File: config.mk
export PLATFORM = sky130hd
export DESIGN_NAME = pld_macrocell
export DESIGN_NICKNAME = d
export VERILOG_FILES = /design/src/rtl/pld_mc_pkg.sv /design/src/rtl/mc_sum_polarity.sv /design/src/rtl/mc_clk_select.sv /design/src/rtl/mc_storage.sv /design/src/rtl/pld_macrocell.sv
export SDC_FILE = /design/constraint.sdc
export NUM_CORES = 1
export LEC_CHECK = 0
export ABC_AREA = 1
export BUFFER_PORTS_ARGS = -buffer_cell sky130_fd_sc_hd__buf_2
export CORE_MARGIN = 1
export CORE_UTILIZATION = 25
export CTS_CLUSTER_SIZE = 10
export DETAILED_ROUTE_END_ITERATION = 16
export GPL_TIMING_DRIVEN = 0
export PLACE_DENSITY = 0.56
export SLEW_MARGIN = 30
export SYNTH_ARGS = -nofsm -noshare
export SYNTH_HDL_FRONTEND = slang
export SYNTH_SLANG_ARGS = --single-unit
export TNS_END_PERCENT = 10
File: constraint.sdc
create_clock -name clk -period 1 [get_ports clk]
set_input_delay 0.05 -clock clk [delete_from_list [all_inputs] [get_ports clk]]
set_output_delay 0.05 -clock clk [all_outputs]
set_load 0.02 [all_outputs]
File: src/rtl/pld_mc_pkg.sv
// Package: shared constants and the configuration record of the macrocell.
// Assumes: exactly four global clock lines feed every macrocell.
package pld_mc_pkg;
    localparam int GCLK_COUNT = 4;
    localparam int GCLK_SEL_W = $clog2(GCLK_COUNT);

    // Static configuration of one macrocell.
    typedef struct packed {
        logic                  registered;
        logic                  invert;
        logic                  toggle;
        logic [GCLK_SEL_W-1:0] clk_sel;
    } mc_cfg_t;
endpackage

File: src/rtl/mc_sum_polarity.sv
// Module: ORs the product-term vector into a sum term and applies polarity.
// Assumes: product terms arrive already evaluated; purely combinational.
module mc_sum_polarity #(
    parameter int NUM_PT = 16
) (
    input  logic [NUM_PT-1:0] pt,
    input  logic              invert,
    output logic              sum_raw,
    output logic              sum_pol
);
    // Purpose: sum term and its polarity-adjusted copy.
    always_comb begin
        sum_raw = |pt;
        sum_pol = sum_raw ^ invert;
    end

    // an all-zero vector gives the polarity bit itself.
    always_comb begin
        if (pt == '0) assert_zero_sum_R1: assert (sum_pol == invert);
    end
endmodule

File: src/rtl/mc_clk_select.sv
// Module: synchronizes each global clock line to the system clock, detects
// rising edges per line and forwards the edge pulse of the selected line.
// Assumes: clock lines are slow relative to clk (each level lasts >= 2 cycles).
module mc_clk_select #(
    parameter int NUM_CLK     = 4,
    parameter int SYNC_STAGES = 2,
    localparam int SEL_W      = $clog2(NUM_CLK)
) (
    input  logic               clk,
    input  logic               rst_n,
    input  logic [NUM_CLK-1:0] gclk,
    input  logic [SEL_W-1:0]   sel,
    output logic               upd
);
    logic [NUM_CLK-1:0] synced;
    logic [NUM_CLK-1:0] prev;
    logic [NUM_CLK-1:0] rise;

    for (genvar g = 0; g < NUM_CLK; g++) begin : g_line
        logic [SYNC_STAGES-1:0] chain;
        // Purpose: multi-stage synchronizer for one clock line.
        always_ff @(posedge clk) begin
            if (!rst_n) chain <= '0;
            else        chain <= {chain[SYNC_STAGES-2:0], gclk[g]};
        end
        assign synced[g] = chain[SYNC_STAGES-1];
    end

    // Purpose: remember last synchronized level for edge detection.
    always_ff @(posedge clk) begin
        if (!rst_n) prev <= '0;
        else        prev <= synced;
    end

    // Purpose: rising-edge pulse per line and selection of one line.
    always_comb begin
        rise = synced & ~prev;
        upd  = rise[sel];
    end

    // an edge pulse on any line lasts exactly one cycle.
    assert_single_pulse_R7: assert property (@(posedge clk) disable iff (!rst_n)
        (rise != '0) |=> ((rise & $past(rise)) == '0));
endmodule

File: src/rtl/mc_storage.sv
// Module: the macrocell flip-flop with D/T behaviour and forced clear/set.
// Assumes: clear and set are sampled by the system clock; clear has priority.
module mc_storage (
    input  logic clk,
    input  logic rst_n,
    input  logic upd,
    input  logic d,
    input  logic toggle,
    input  logic ar,
    input  logic ap,
    output logic q
);
    // Purpose: next register state with clear > set > clocked update.
    always_ff @(posedge clk) begin
        if (!rst_n)   q <= 1'b0;
        else if (ar)  q <= 1'b0;
        else if (ap)  q <= 1'b1;
        else if (upd) q <= toggle ? (q ^ d) : d;
    end

    assert_clear_wins_R8: assert property (@(posedge clk) disable iff (!rst_n)
        ar |=> !q);
    assert_set_R9: assert property (@(posedge clk) disable iff (!rst_n)
        (ap && !ar) |=> q);
    assert_hold_R6: assert property (@(posedge clk) disable iff (!rst_n)
        (!ar && !ap && !upd) |=> $stable(q));
    assert_toggle_R5: assert property (@(posedge clk) disable iff (!rst_n)
        (!ar && !ap && upd && toggle && d) |=> (q != $past(q)));
    assert_load_R4: assert property (@(posedge clk) disable iff (!rst_n)
        (!ar && !ap && upd && !toggle) |=> (q == $past(d)));
endmodule

File: src/rtl/pld_macrocell.sv
// Module: top of the configurable macrocell. Combines the sum/polarity
// stage, the clock-line selector and the storage element, and muxes the
// pin-side and feedback outputs according to the configuration.
// Assumes: configuration is static while clock edges are in flight.
module pld_macrocell
    import pld_mc_pkg::*;
#(
    parameter int NUM_PT      = 16,
    parameter int SYNC_STAGES = 2
) (
    input  logic                  clk,
    input  logic                  rst_n,
    input  logic [NUM_PT-1:0]     pt_in,
    input  logic [GCLK_COUNT-1:0] gclk_in,
    input  logic                  ar_pt,
    input  logic                  ap_pt,
    input  logic                  cfg_registered,
    input  logic                  cfg_invert,
    input  logic                  cfg_toggle,
    input  logic [GCLK_SEL_W-1:0] cfg_clk_sel,
    output logic                  mc_out,
    output logic                  mc_fb
);
    mc_cfg_t cfg;
    logic    sum_raw;
    logic    sum_pol;
    logic    upd;
    logic    q;

    // Purpose: gather configuration pins into one record.
    always_comb begin
        cfg.registered = cfg_registered;
        cfg.invert     = cfg_invert;
        cfg.toggle     = cfg_toggle;
        cfg.clk_sel    = cfg_clk_sel;
    end

    mc_sum_polarity #(.NUM_PT(NUM_PT)) u_sum (
        .pt      (pt_in),
        .invert  (cfg.invert),
        .sum_raw (sum_raw),
        .sum_pol (sum_pol)
    );

    mc_clk_select #(.NUM_CLK(GCLK_COUNT), .SYNC_STAGES(SYNC_STAGES)) u_clk (
        .clk   (clk),
        .rst_n (rst_n),
        .gclk  (gclk_in),
        .sel   (cfg.clk_sel),
        .upd   (upd)
    );

    mc_storage u_reg (
        .clk    (clk),
        .rst_n  (rst_n),
        .upd    (upd),
        .d      (sum_raw),
        .toggle (cfg.toggle),
        .ar     (ar_pt),
        .ap     (ap_pt),
        .q      (q)
    );

    // Purpose: output and feedback selection per configuration.
    always_comb begin
        if (cfg.registered) begin
            mc_out = q ^ cfg.invert;
            mc_fb  = q;
        end else begin
            mc_out = sum_pol;
            mc_fb  = sum_pol;
        end
    end

    // feedback relation to the pin output in each mode.
    assert_fb_comb_R3: assert property (@(posedge clk) disable iff (!rst_n)
        !cfg_registered |-> (mc_fb == mc_out));
    assert_fb_reg_R3: assert property (@(posedge clk) disable iff (!rst_n)
        cfg_registered |-> (mc_out == (mc_fb ^ cfg_invert)));
    // after a reset cycle the register reads zero.
    assert_reset_R10: assert property (@(posedge clk)
        !rst_n |=> (!cfg_registered || mc_fb == 1'b0));
endmodule

After elaboration in Yosys (flattened, before gate mapping):

Index checks and enable logic that the tools add are counted.

* register bits after elaboration: 13
* bits of input ports: 29
* output and inout port bits: 2
* logic and storage cells: 23

* $lt $le $gt $ge: 1
* multiplexer cells: 7
* bitwise logic cells: 6
* reduce and logical (&&, ||, !) cells: 3

Operator list (number)
* OR reduction 16 bit: 1
* 2-to-1 mux 1 bit: 6
* bitwise AND 4 bit: 1
* NOT 4 bit: 1
* less-than comparator 2 x 3 -> 1 bit (second input constant): 1
* XOR 1 bit: 3
* binary-select mux 1 bit (select 2 bit): 1
* nonzero test 2 bit: 1
* OR reduction 2 bit: 1
* NOT 1 bit: 1

Depth between registers and ports, before layout:

Gate-level depths: netlist (run 1).

* depth in word-level cells: 6
* gate-level depth with buffers: 8

By module:

A second synthesis (run 1) with hierarchy kept.

* cell total of the unflattened synthesis: 92
* area total of the unflattened synthesis: 599.3 µm²

Modules (own cells, without submodules)
* mc_clk_select: instances 1, cells each 52, area an instance 412.9 µm², seq. area each 240.2 µm²
* mc_sum_polarity: instances 1, cells each 19, area an instance 80.1 µm², seq. area each 0.0 µm²
* mc_storage: instances 1, cells each 11, area an instance 63.8 µm², seq. area each 20.0 µm²
* pld_macrocell: instances 1, cells each 10, area an instance 42.5 µm², seq. area each 0.0 µm²

Worst setup path before layout (run 1):

Ideal clock, no wire load.

* path type: reg-to-reg
* start: reg u_clk.prev[2]
* end: reg u_reg.q
* library setup time: 0.117 ns
* data arrival time: 0.718 ns
* slack: 0.165 ns
* stages on the path, launching flop included: 8
* buffers on the path: 0
* period minus slack after synthesis: 0.835 ns
* cells stage by stage: dfxtp_1 -> nand3b_1 -> nand2_1 -> nand2_1 -> nand2_2 -> nand2_1 -> nor2_1 -> nor2_1

* longest elaborated chain between the ends: 5

Ends and longest elaborated chain
* start: declaration: line mc_clk_select.sv:16 `logic [NUM_CLK-1:0] prev;`
* start signal: assignment: line mc_clk_select.sv:32 `else prev <= synced;`
* NOT 4 bit: line mc_clk_select.sv:37 `rise = synced & ~prev;`
* bitwise AND 4 bit: line mc_clk_select.sv:37
* binary-select mux 1 bit (select 2 bit): line mc_clk_select.sv:38 `upd = rise[sel];`
* 2-to-1 mux 1 bit (not written as such): line mc_clk_select.sv:38
* nonzero test 2 bit (no line)
* end signal: assignment: line mc_storage.sv:18 `else if (upd) q <= toggle ? (q ^ d) : d;`
* end: declaration: line mc_storage.sv:11 `output logic q`

No other way between the ends. The select of a mux whose other input is x is not followed.
A chain may end at the register's enable or synchronous reset.

Worst setup path after layout (run 1):

* start: reg u_reg.q
* end: out mc_out

* longest elaborated chain between the ends: 2

Ends and longest elaborated chain
* XOR 1 bit: line pld_macrocell.sv:67 `mc_out = q ^ cfg.invert;`
* 2-to-1 mux 1 bit: line pld_macrocell.sv:66 `if (cfg.registered) begin`
* end: declaration: line pld_macrocell.sv:21 `output logic mc_out,`

No other way between the ends.

==> results.json, run 1 <==
{
  "status": "finished with violations",
  "violations": "setup timing",
  "period_share": 1.06,
  "worstMarginPinSlew_ns": 0.172,
  "path_clk_slew_ns": 0.07,
  "start_util": 0.265,
  "cp_max_fo": 4,
  "route.detailed.vias_per_inst": 3.69,
  "critical_path_class": "flop to output pin",
  "yosysWarnings": 0,
  "htree_levels": 1,
  "grtUsageTotal": 0.0848,
  "rows": 17,
  "vias": 576,
  "cp.arrival_ns": 1.01,
  "antenna_found_initial": 0,
  "setup_slack_ns": -0.0647,
  "cts_tree": "built",
  "cts_root_buf": "clkbuf_4",
  "hold_path.class": "primary input to flop",
  "finalMaxSlewViolations": 0,
  "crit_chain": "inv_4, a21oi_2, o21ai_1, nand2_1, buf_6",
  "critPathBufInv": 2,
  "period_needed_ns": 1.06,
  "overflow": 0,
  "fin_skew_ns": 0.00463,
  "cp-start-kind": "flop",
  "critical-path-top-delay-family": "flip-flops",
  "first_iter_violations": 2,
  "yosysSeqAreaShare": 0.448,
  "synthesis.nets": 117,
  "syn_inst": 88,
  "postPlaceCellArea_um2": 766,
  "cellPowerDensity_mw_per_mm2": 1170,
  "required_ns": 0.95,
  "rsz0062_at_grt": "true",
  "routabilityCongestion": 0.672,
  "dp_hpwl_um": 800,
  "yosysUniqueCellTypes": 13,
  "antenna_cells": 0,
  "fillCellCount": 231,
  "finalSetupViolCount": 1,
  "wl_um": 1030,
  "maxCapViolations": 0,
  "grt_max_degree": 11,
  "die_y_um": 50.2,
  "slew_headroom": 0.885,
  "final_hold_viol_count": 0,
  "fin_util": 0.398,
  "dieArea_mm2": 0.00252,
  "p_leak_nw": 0.527,
  "end_kind": "output pin",
  "clkLatencyLatePin_ns": 0.27,
  "ys_ff_latch": 13,
  "cts_buffer_depth": 2,
  "final_nets": 158,
  "peakVddDrop_mv": 0.688,
  "drive_gt1_frac": 0.344,
  "syn2layout_area_growth_pct": 50.2,
  "syn_avg_cell_area_um2": 6.60,
  "antenna_left": 0,
  "multiInputGateArea_um2": 243,
  "netlist_area_um2": 581,
  "critPathMaxStageDelay_ns": 0.35,
  "chipWidth_um": 50.2,
  "grt_first_pass_wirelength_um": 1660,
  "routedWlPerCell_um": 6.60,
  "grt_pass1_vias": 475,
  "crit_slowest_cell": "dfxtp_2",
  "regArea_um2": 262,
  "numCtsBuffers": 3,
  "first_pass_iters": 3,
  "fp.coreArea_mm2": 0.00219,
  "final_cell_area_um2": 872,
  "drc": 0,
  "port_buffers": 30,
  "max_freq_mhz": 939,
  "io_pins": 31,
  "clock_sinks": 13
}
## layout by cell type, fill, tap and decap left out, drive strengths merged
| cell type | n |
|---|---|
| a21oi | 1 |
| buf | 32 |
| clkbuf | 4 |
| dfxtp | 13 |
| dlygate4sd3 | 5 |
| inv | 21 |
| nand2 | 29 |
| nand3 | 4 |
| nand3b | 3 |
| nor2 | 13 |
| o21ai | 3 |
## area by class of cell
class	instances	area share
buffer	1	0.00574
clock buffer	4	0.0301
inverter	21	0.0933
multi-input combinational	53	0.278
sequential	13	0.300
tap	28	0.0402
timing repair buffer	36	0.253
## worst register-to-register path, stage by stage (launching register included)
cell	delay, ns
dfxtp_1	0.30
nand3b_1	0.13
nand2_1	0.07
nand2_1	0.05
nand2_2	0.06
nand2_1	0.05
nor2_1	0.08
nor2_1	0.04
## Yosys cell counts
cell type	instances	share of area
nor2_2	2	0.022
inv_1	21	0.14
buf_2	1	0.0086
nand2_1	28	0.18
o21ai_2	1	0.015
nand3_2	1	0.017
dfxtp_1	13	0.45
nand2_2	1	0.011
nor2_1	11	0.071
o21ai_0	2	0.017
nand3_1	3	0.026
nand3b_1	3	0.039
a21oi_1	1	0.0086
## routing by layer
layer	part of all wire	track usage
met5	0	0
met4	0	0.0429
met3	0.11	0.0273
met2	0.47	0.156
met1	0.41	0.0840
## cells by family after synthesis
logic type | synth area share
simple gates | 0.366
buf+inv | 0.144
flops | 0.448
compound gates | 0.0409
## power by group
| group | switching (W) | internal, W | leakage [nW] |
|---|---|---|---|
| clock network | 0.000149 | 0.000154 | 0.0150 |
| logic | 0.0000740 | 0.0000944 | 0.405 |
| registers | 0.00000797 | 0.000540 | 0.107 |
| total | 0.000231 | 0.000788 | 0.527 |
## sequential cells by signal (all words and copies together), names as in the netlist
register and flops:
u_clk.g_line.chain 8, u_clk.prev 4, u_reg.q 1
## what timing repair did
action                                  4_1_cts  5_1_grt
hold endpoints to repair                      5        0
buffers inserted                              1        0
hold buffers                                  5        0
pin swaps                                     1        4
endpoints found under the setup margin        2        2
resized for setup                             7        3
## through the flow
stage,setup slack [ns],TNS [ns],cells,hold WS (ns),power [W]
6_report,-0.0647,-0.0647,156,0.0295,0.00102
2_1_floorplan,0.165,0,88,0.143,0.000626
5_1_grt,-0.132,-0.182,156,0.0320,0.00108
3_5_place_dp,0.0123,0,146,0.236,0.000698
3_3_place_gp,0.0454,0,146,0.230,0.000694
4_1_cts,-0.0761,-0.0761,156,0.0229,0.00104
## path summary, 6_finish.rpt
check / from / end / slack, ns / depth (start not counted)
hold / removal: ar_pt / u_reg.q / 0.03 / 4
setup / recovery: u_reg.q / mc_out / -0.06 / 5
setup reg to reg: u_clk.prev[1] / u_reg.q / 0.11 / 7
hold reg to reg: u_clk.g_line[1].chain[0] / u_clk.g_line[1].chain[1] / 0.41 / 2
No activity file was read; power rests on OpenSTA's default activity.
==> run 2: changes to the inputs <==
--- a/config.mk
+++ b/config.mk
@@ -8,11 +8,11 @@
 export ABC_AREA = 1
 export BUFFER_PORTS_ARGS = -buffer_cell sky130_fd_sc_hd__buf_2
 export CORE_MARGIN = 1
-export CORE_UTILIZATION = 25
+export CORE_UTILIZATION = 42
 export CTS_CLUSTER_SIZE = 10
 export DETAILED_ROUTE_END_ITERATION = 16
 export GPL_TIMING_DRIVEN = 0
-export PLACE_DENSITY = 0.56
+export PLACE_DENSITY = 0.82
 export SLEW_MARGIN = 30
 export SYNTH_ARGS = -nofsm -noshare
 export SYNTH_HDL_FRONTEND = slang
==> results.json, run 2 (synthesis gave the netlist of run 1 again) <==
{
  "syn2layout_area_growth_pct": 43.5,
  "wl_um": 1100,
  "numCtsBuffers": 3,
  "top_register": "u_clk.g_line.chain",
  "reg2reg_depth": 7,
  "cp.arrival_ns": 1.01,
  "antenna_cells": 0,
  "htree_levels": 1,
  "drive_gt1_frac": 0.333,
  "routedWlPerCell_um": 7.80,
  "wl_met3_um": 108,
  "route.detailed.vias_per_inst": 4.28,
  "rsz0062_at_grt": "true",
  "final_nets": 156,
  "period_needed_ns": 1.06,
  "chipWidth_um": 39.2,
  "peakVddDrop_mv": 0.891,
  "layout_common_cells": "buf_2 (29), nand2_1 (28), inv_1 (20)",
  "clkLatencyLatePin_ns": 0.26,
  "end_kind": "output pin",
  "die_y_um": 39.2,
  "setup_slack_ns": -0.0569,
  "violations": "setup timing",
  "dieArea_mm2": 0.00154,
  "grt_pass1_vias": 524,
  "io_pins": 31,
  "cts_root_buf": "clkbuf_4",
  "fp.coreArea_mm2": 0.00130,
  "vias": 604,
  "grtUsageTotal": 0.161,
  "path_clk_slew_ns": 0.07,
  "grt_first_pass_wirelength_um": 1640,
  "finalSetupViolCount": 1,
  "hold_path.class": "primary input to flop",
  "reg2reg_slack_ns": 0.10,
  "critPathMaxStageDelay_ns": 0.33,
  "grt_max_degree": 11,
  "dr_wl_met2_um": 579,
  "p_leak_nw": 0.518,
  "post_cts_buffers": 0,
  "first_pass_iters": 2,
  "fin_skew_ns": 0.00298,
  "drc": 0,
  "max_freq_mhz": 946,
  "final_common_cell": "buf_2",
  "status": "finished with violations",
  "holdPathStages": 3,
  "cp-start-kind": "flop",
  "final_hold_viol_count": 0,
  "finalMaxSlewViolations": 0,
  "antenna_left": 0,
  "port_buffers": 30,
  "dp.cells": 133,
  "rows": 13,
  "cellPowerDensity_mw_per_mm2": 1210,
  "start_util": 0.446,
  "worstMarginPinSlew_ns": 0.159,
  "antenna_found_initial": 0,
  "routabilityCongestion": 0.679,
  "period_share": 1.06,
  "crit_slowest_cell": "dfxtp_2",
  "cts_tree": "built",
  "routed.top_layer": "met4",
  "overflow": 0,
  "clock_sinks": 13,
  "largest_reg_flops": 8,
  "critical_path_class": "flop to output pin",
  "fin_util": 0.640,
  "crit_chain": "inv_2, a21oi_2, o21ai_1, nand2_1, buf_6",
  "required_ns": 0.95,
  "cts_buffer_depth": 2,
  "maxCapViolations": 0,
  "fin_cells": 141,
  "reg_top3": "u_clk.g_line.chain x8, u_clk.prev x4, u_reg.q x1",
  "cp_max_fo": 4,
  "first_iter_violations": 7,
  "wl_met1_um": 404,
  "dp_hpwl_um": 865,
  "slew_headroom": 0.894
}
run 2: final cells by class:
| type | count | area [µm²] |
|---|---|---|
| inverters | 21 | 78.8 |
| well taps | 15 | 18.8 |
| multi-input cells | 53 | 240 |
| flip-flops and latches | 13 | 262 |
| repair buffers | 34 | 203 |
| clock buffers | 4 | 26.3 |
| plain buffers | 1 | 5.00 |
| fillers | 129 | 468 |
run 2: final timing paths:
path,from,endpoint
worst max-delay path,u_reg.q,mc_out
worst max register to register,u_clk.prev[3],u_reg.q
worst min-delay path,rst_n,u_clk.prev[3]
worst min register to register,u_clk.g_line[0].chain[0],u_clk.g_line[0].chain[1]
run 2: layer usage:
layer / up-vias / track usage
met5: - / 0
met4: 0 / 0.103
met3: 2 / 0.0231
met2: 28 / 0.363
li1: 330 / -
met1: 244 / 0.110
run 2: worst max-delay path, delay by kind of cell, from the launching register on:
family | cells | cell delay, ns
AO/OA/AOI/OAI | 2 | 0.17
flip-flops | 1 | 0.33
buffers and inverters | 2 | 0.16
AND/OR/NAND/NOR | 1 | 0.07
run 2: what timing repair did:
action | CTS | global route
endpoints found under the hold margin | 4 | 0
pin swaps | 1 | 4
gates resized for setup | 6 | 2
hold buffers | 4 | 0
endpoints found under the setup margin | 2 | 2
run 2: where the power goes:
| group | total, W | leakage [nW] | switching (W) | internal, W |
|---|---|---|---|---|
| Combinational | 0.000163 | 0.396 | 0.0000741 | 0.0000885 |
| Sequential | 0.000547 | 0.107 | 0.00000742 | 0.000539 |
| Clock | 0.000303 | 0.0150 | 0.000148 | 0.000154 |
run 2: per-stage QoR:
stage / worst slack, ns / setup TNS, ns / hold WS [ns] / power [W] / instance area, µm²
3_5_place_dp: 0.0195 / 0 / 0.235 / 0.000699 / 749
3_3_place_gp: 0.0389 / 0 / 0.229 / 0.000692 / 749
6_report: -0.0569 / -0.0569 / 0.0130 / 0.00101 / 833
4_1_cts: -0.0708 / -0.0708 / 0.00331 / 0.00103 / 827
2_1_floorplan: 0.165 / 0 / 0.143 / 0.000626 / 581
5_1_grt: -0.163 / -0.178 / 0.0285 / 0.00107 / 833
==> run 3: changes to the inputs <==
--- a/config.mk
+++ b/config.mk
@@ -5,14 +5,13 @@
 export SDC_FILE = /design/constraint.sdc
 export NUM_CORES = 1
 export LEC_CHECK = 0
-export ABC_AREA = 1
 export BUFFER_PORTS_ARGS = -buffer_cell sky130_fd_sc_hd__buf_2
-export CORE_MARGIN = 1
-export CORE_UTILIZATION = 42
+export CORE_AREA = 2 2 39 41
 export CTS_CLUSTER_SIZE = 10
 export DETAILED_ROUTE_END_ITERATION = 16
+export DIE_AREA = 0 0 41 43
 export GPL_TIMING_DRIVEN = 0
-export PLACE_DENSITY = 0.82
+export PLACE_DENSITY = 0.77
 export SLEW_MARGIN = 30
 export SYNTH_ARGS = -nofsm -noshare
 export SYNTH_HDL_FRONTEND = slang
==> results.json, run 3 <==
{
  "cts_root_buf": "clkbuf_4",
  "critical_path_class": "flop to flop",
  "numCtsBuffers": 3,
  "period_share": 1.30,
  "die_y_um": 43,
  "reg2reg_to": "u_reg.q",
  "synth_top_cells_by_area": "dfxtp_1 (53%), and2_1 (14%), nor4_1 (5.1%)",
  "fin_tns_setup_ns": -0.776,
  "hold_path.class": "primary input to flop",
  "dieArea_mm2": 0.00176,
  "fillCellCount": 123,
  "largest_reg_flops": 8,
  "required_ns": 1.16,
  "syn_avg_cell_area_um2": 10.3,
  "yosys.area_share.xor_xnor": 0.0354,
  "multiInputGateArea_um2": 262,
  "cts_buffer_depth": 2,
  "synth_compound_area_frac": 0.0960,
  "finalSetupViolCount": 3,
  "routabilityCongestion": 0.586,
  "fin_cells": 103,
  "syn2layout_area_growth_pct": 60.4,
  "grt_max_degree": 11,
  "final_common_cell": "buf_2",
  "setup_slack_ns": -0.304,
  "first_iter_violations": 1,
  "chipWidth_um": 41,
  "critPathMaxStageDelay_ns": 0.31,
  "port_buffers": 30,
  "grtUsageTotal": 0.120,
  "peakVddDrop_mv": 0.706,
  "worstMarginPinSlew_ns": 0.290,
  "vias": 472,
  "power_w": 0.00102,
  "fp.coreArea_mm2": 0.00138,
  "cp.depth": 4,
  "critical-path-top-delay-family": "compound AO/OA/AOI/OAI gates",
  "post_cts_buffers": 0,
  "path_clk_slew_ns": 0.07,
  "synth.most_common_cell": "dfxtp_1",
  "p_leak_nw": 0.354,
  "synth.mux.area_fraction": 0.0404,
  "start_util": 0.358,
  "rsz0062_at_grt": "true",
  "synthTopCellsByCount": "dfxtp_1 (13), and2_1 (11), nor4_1 (4)",
  "cp-start-kind": "flop",
  "grt_pass1_vias": 433,
  "status": "finished with violations",
  "drc": 0,
  "async_flop_share": 0,
  "syn_inst": 48,
  "ys_ff_latch": 13,
  "wl_um": 1120,
  "reg2reg_slack_ns": -0.30,
  "overflow": 0,
  "finalMaxSlewViolations": 0,
  "routedWlPerCell_um": 10.9,
  "netlist_area_um2": 495,
  "violations": "setup timing",
  "maxCapViolations": 0,
  "grt_first_pass_wirelength_um": 1450,
  "clkLatencyLatePin_ns": 0.27,
  "final_nets": 117,
  "synth_top_family_by_area": "simple AND/OR/NAND/NOR gates",
  "antenna_found_initial": 0,
  "end_kind": "flop",
  "yosysWarnings": 0,
  "synthAdderAreaFrac": 0,
  "clock_sinks": 13,
  "htree_levels": 1,
  "synthesis.nets": 77,
  "cts_tree": "built",
  "yosysTopAreaCell": "dfxtp_1",
  "rows": 14,
  "crit_slowest_cell": "dfxtp_1",
  "synth_top_area_frac": 0.525,
  "io_pins": 31,
  "yosysSeqAreaShare": 0.525,
  "critPathBufInv": 0,
  "top_register": "u_clk.g_line.chain",
  "crit_chain": "nor3b_1, a311o_1, and3b_1, a2111oi_2",
  "max_freq_mhz": 767,
  "layout_common_cells": "buf_2 (27), dfxtp_1 (13), and2_1 (11)",
  "cp.arrival_ns": 1.47,
  "antenna_left": 0,
  "yosysUniqueCellTypes": 18,
  "period_needed_ns": 1.30,
  "reg2reg_depth": 4,
  "first_pass_iters": 2,
  "rr_startpoint": "u_clk.g_line[0].chain[1]",
  "regArea_um2": 260,
  "fin_skew_ns": 0.00262,
  "route.detailed.vias_per_inst": 4.58,
  "antenna_cells": 0,
  "crit_end": "u_reg.q",
  "dp.cells": 94,
  "cp_max_fo": 2,
  "synth_ff_type": "dfxtp_1",
  "reg_top3": "u_clk.g_line.chain x8, u_clk.prev x4, u_reg.q x1",
  "synthSimpleGateAreaFrac": 0.273,
  "slew_headroom": 0.805,
  "synth_edf_count": 0,
  "final_hold_viol_count": 0,
  "drive_gt1_frac": 0.448,
  "cellPowerDensity_mw_per_mm2": 1280,
  "crit_start": "u_clk.g_line[0].chain[1]"
}
[run 3: cell count changes after synthesis, moves of 3 or more]
| cell | before | now |
|---|---|---|
| inv_1 | 21 | 3 |
| nor2_1 | 11 | 1 |
| and2_1 | 0 | 11 |
| nand2_1 | 28 | 2 |
| nor4_1 | 0 | 4 |
| nand3_1 | 3 | 0 |
[run 3: final cells by class]
type / count / share of cell area
clock buffer: 4 / 0.0331
buffer: 1 / 0.00472
multi-input combinational: 31 / 0.329
timing repair buffer: 35 / 0.266
sequential: 13 / 0.328
tap: 16 / 0.0252
inverter: 3 / 0.0142
[run 3: cells by family after synthesis]
logic type / Yosys count
mux: 2
compound gates: 5
flops: 13
xor+xnor: 2
simple gates: 22
buf+inv: 4
[run 3: where the power goes]
part	total, W	switching [W]	internal, W
registers	0.000546	0.00000752	0.000539
clock network	0.000307	0.000153	0.000154
logic	0.000168	0.0000698	0.0000977
[run 3: metrics by stage]
step                      hold slack [ns]  worst slack, ns   util  instance area, µm²
final                              0.0236           -0.304  0.574                 795
after global routing               0.0315           -0.419  0.574                 795
after CTS                          0.0225           -0.328  0.559                 773
after detailed placement            0.221           -0.362  0.481                 666
after global placement              0.217           -0.331  0.481                 666
after floorplan                     0.119           -0.219      -                 495
[run 3: worst min-delay path by stage]
| stage | start | cells past startpoint | end | slack (ns) |
|---|---|---|---|---|
| after detailed placement | ar_pt | 2 | u_reg.q | 0.22 |
| final | rst_n | 2 | u_clk.prev[3] | 0.02 |
| after global placement | ar_pt | 2 | u_reg.q | 0.22 |
| after CTS | rst_n | 2 | u_clk.prev[3] | 0.02 |
| after floorplan | ar_pt | 1 | u_reg.q | 0.12 |
| after global routing | rst_n | 2 | u_clk.prev[3] | 0.03 |
[run 3: per-layer routing]
metal / global-route usage / vias up / routed length, µm
li1: - / 245 / -
met1: 0.100 / 197 / 400
met2: 0.225 / 30 / 574
met3: 0.0209 / 0 / 149
met4: 0.0800 / 0 / 0
met5: 0 / - / 0
[run 3: what timing repair did]
action,in CTS,in global routing
endpoints found under the hold margin,5,0
endpoints found under the setup margin,3,3
gates resized for setup,5,4
gates cloned,0,0
pin swaps,3,1
hold buffers,5,0
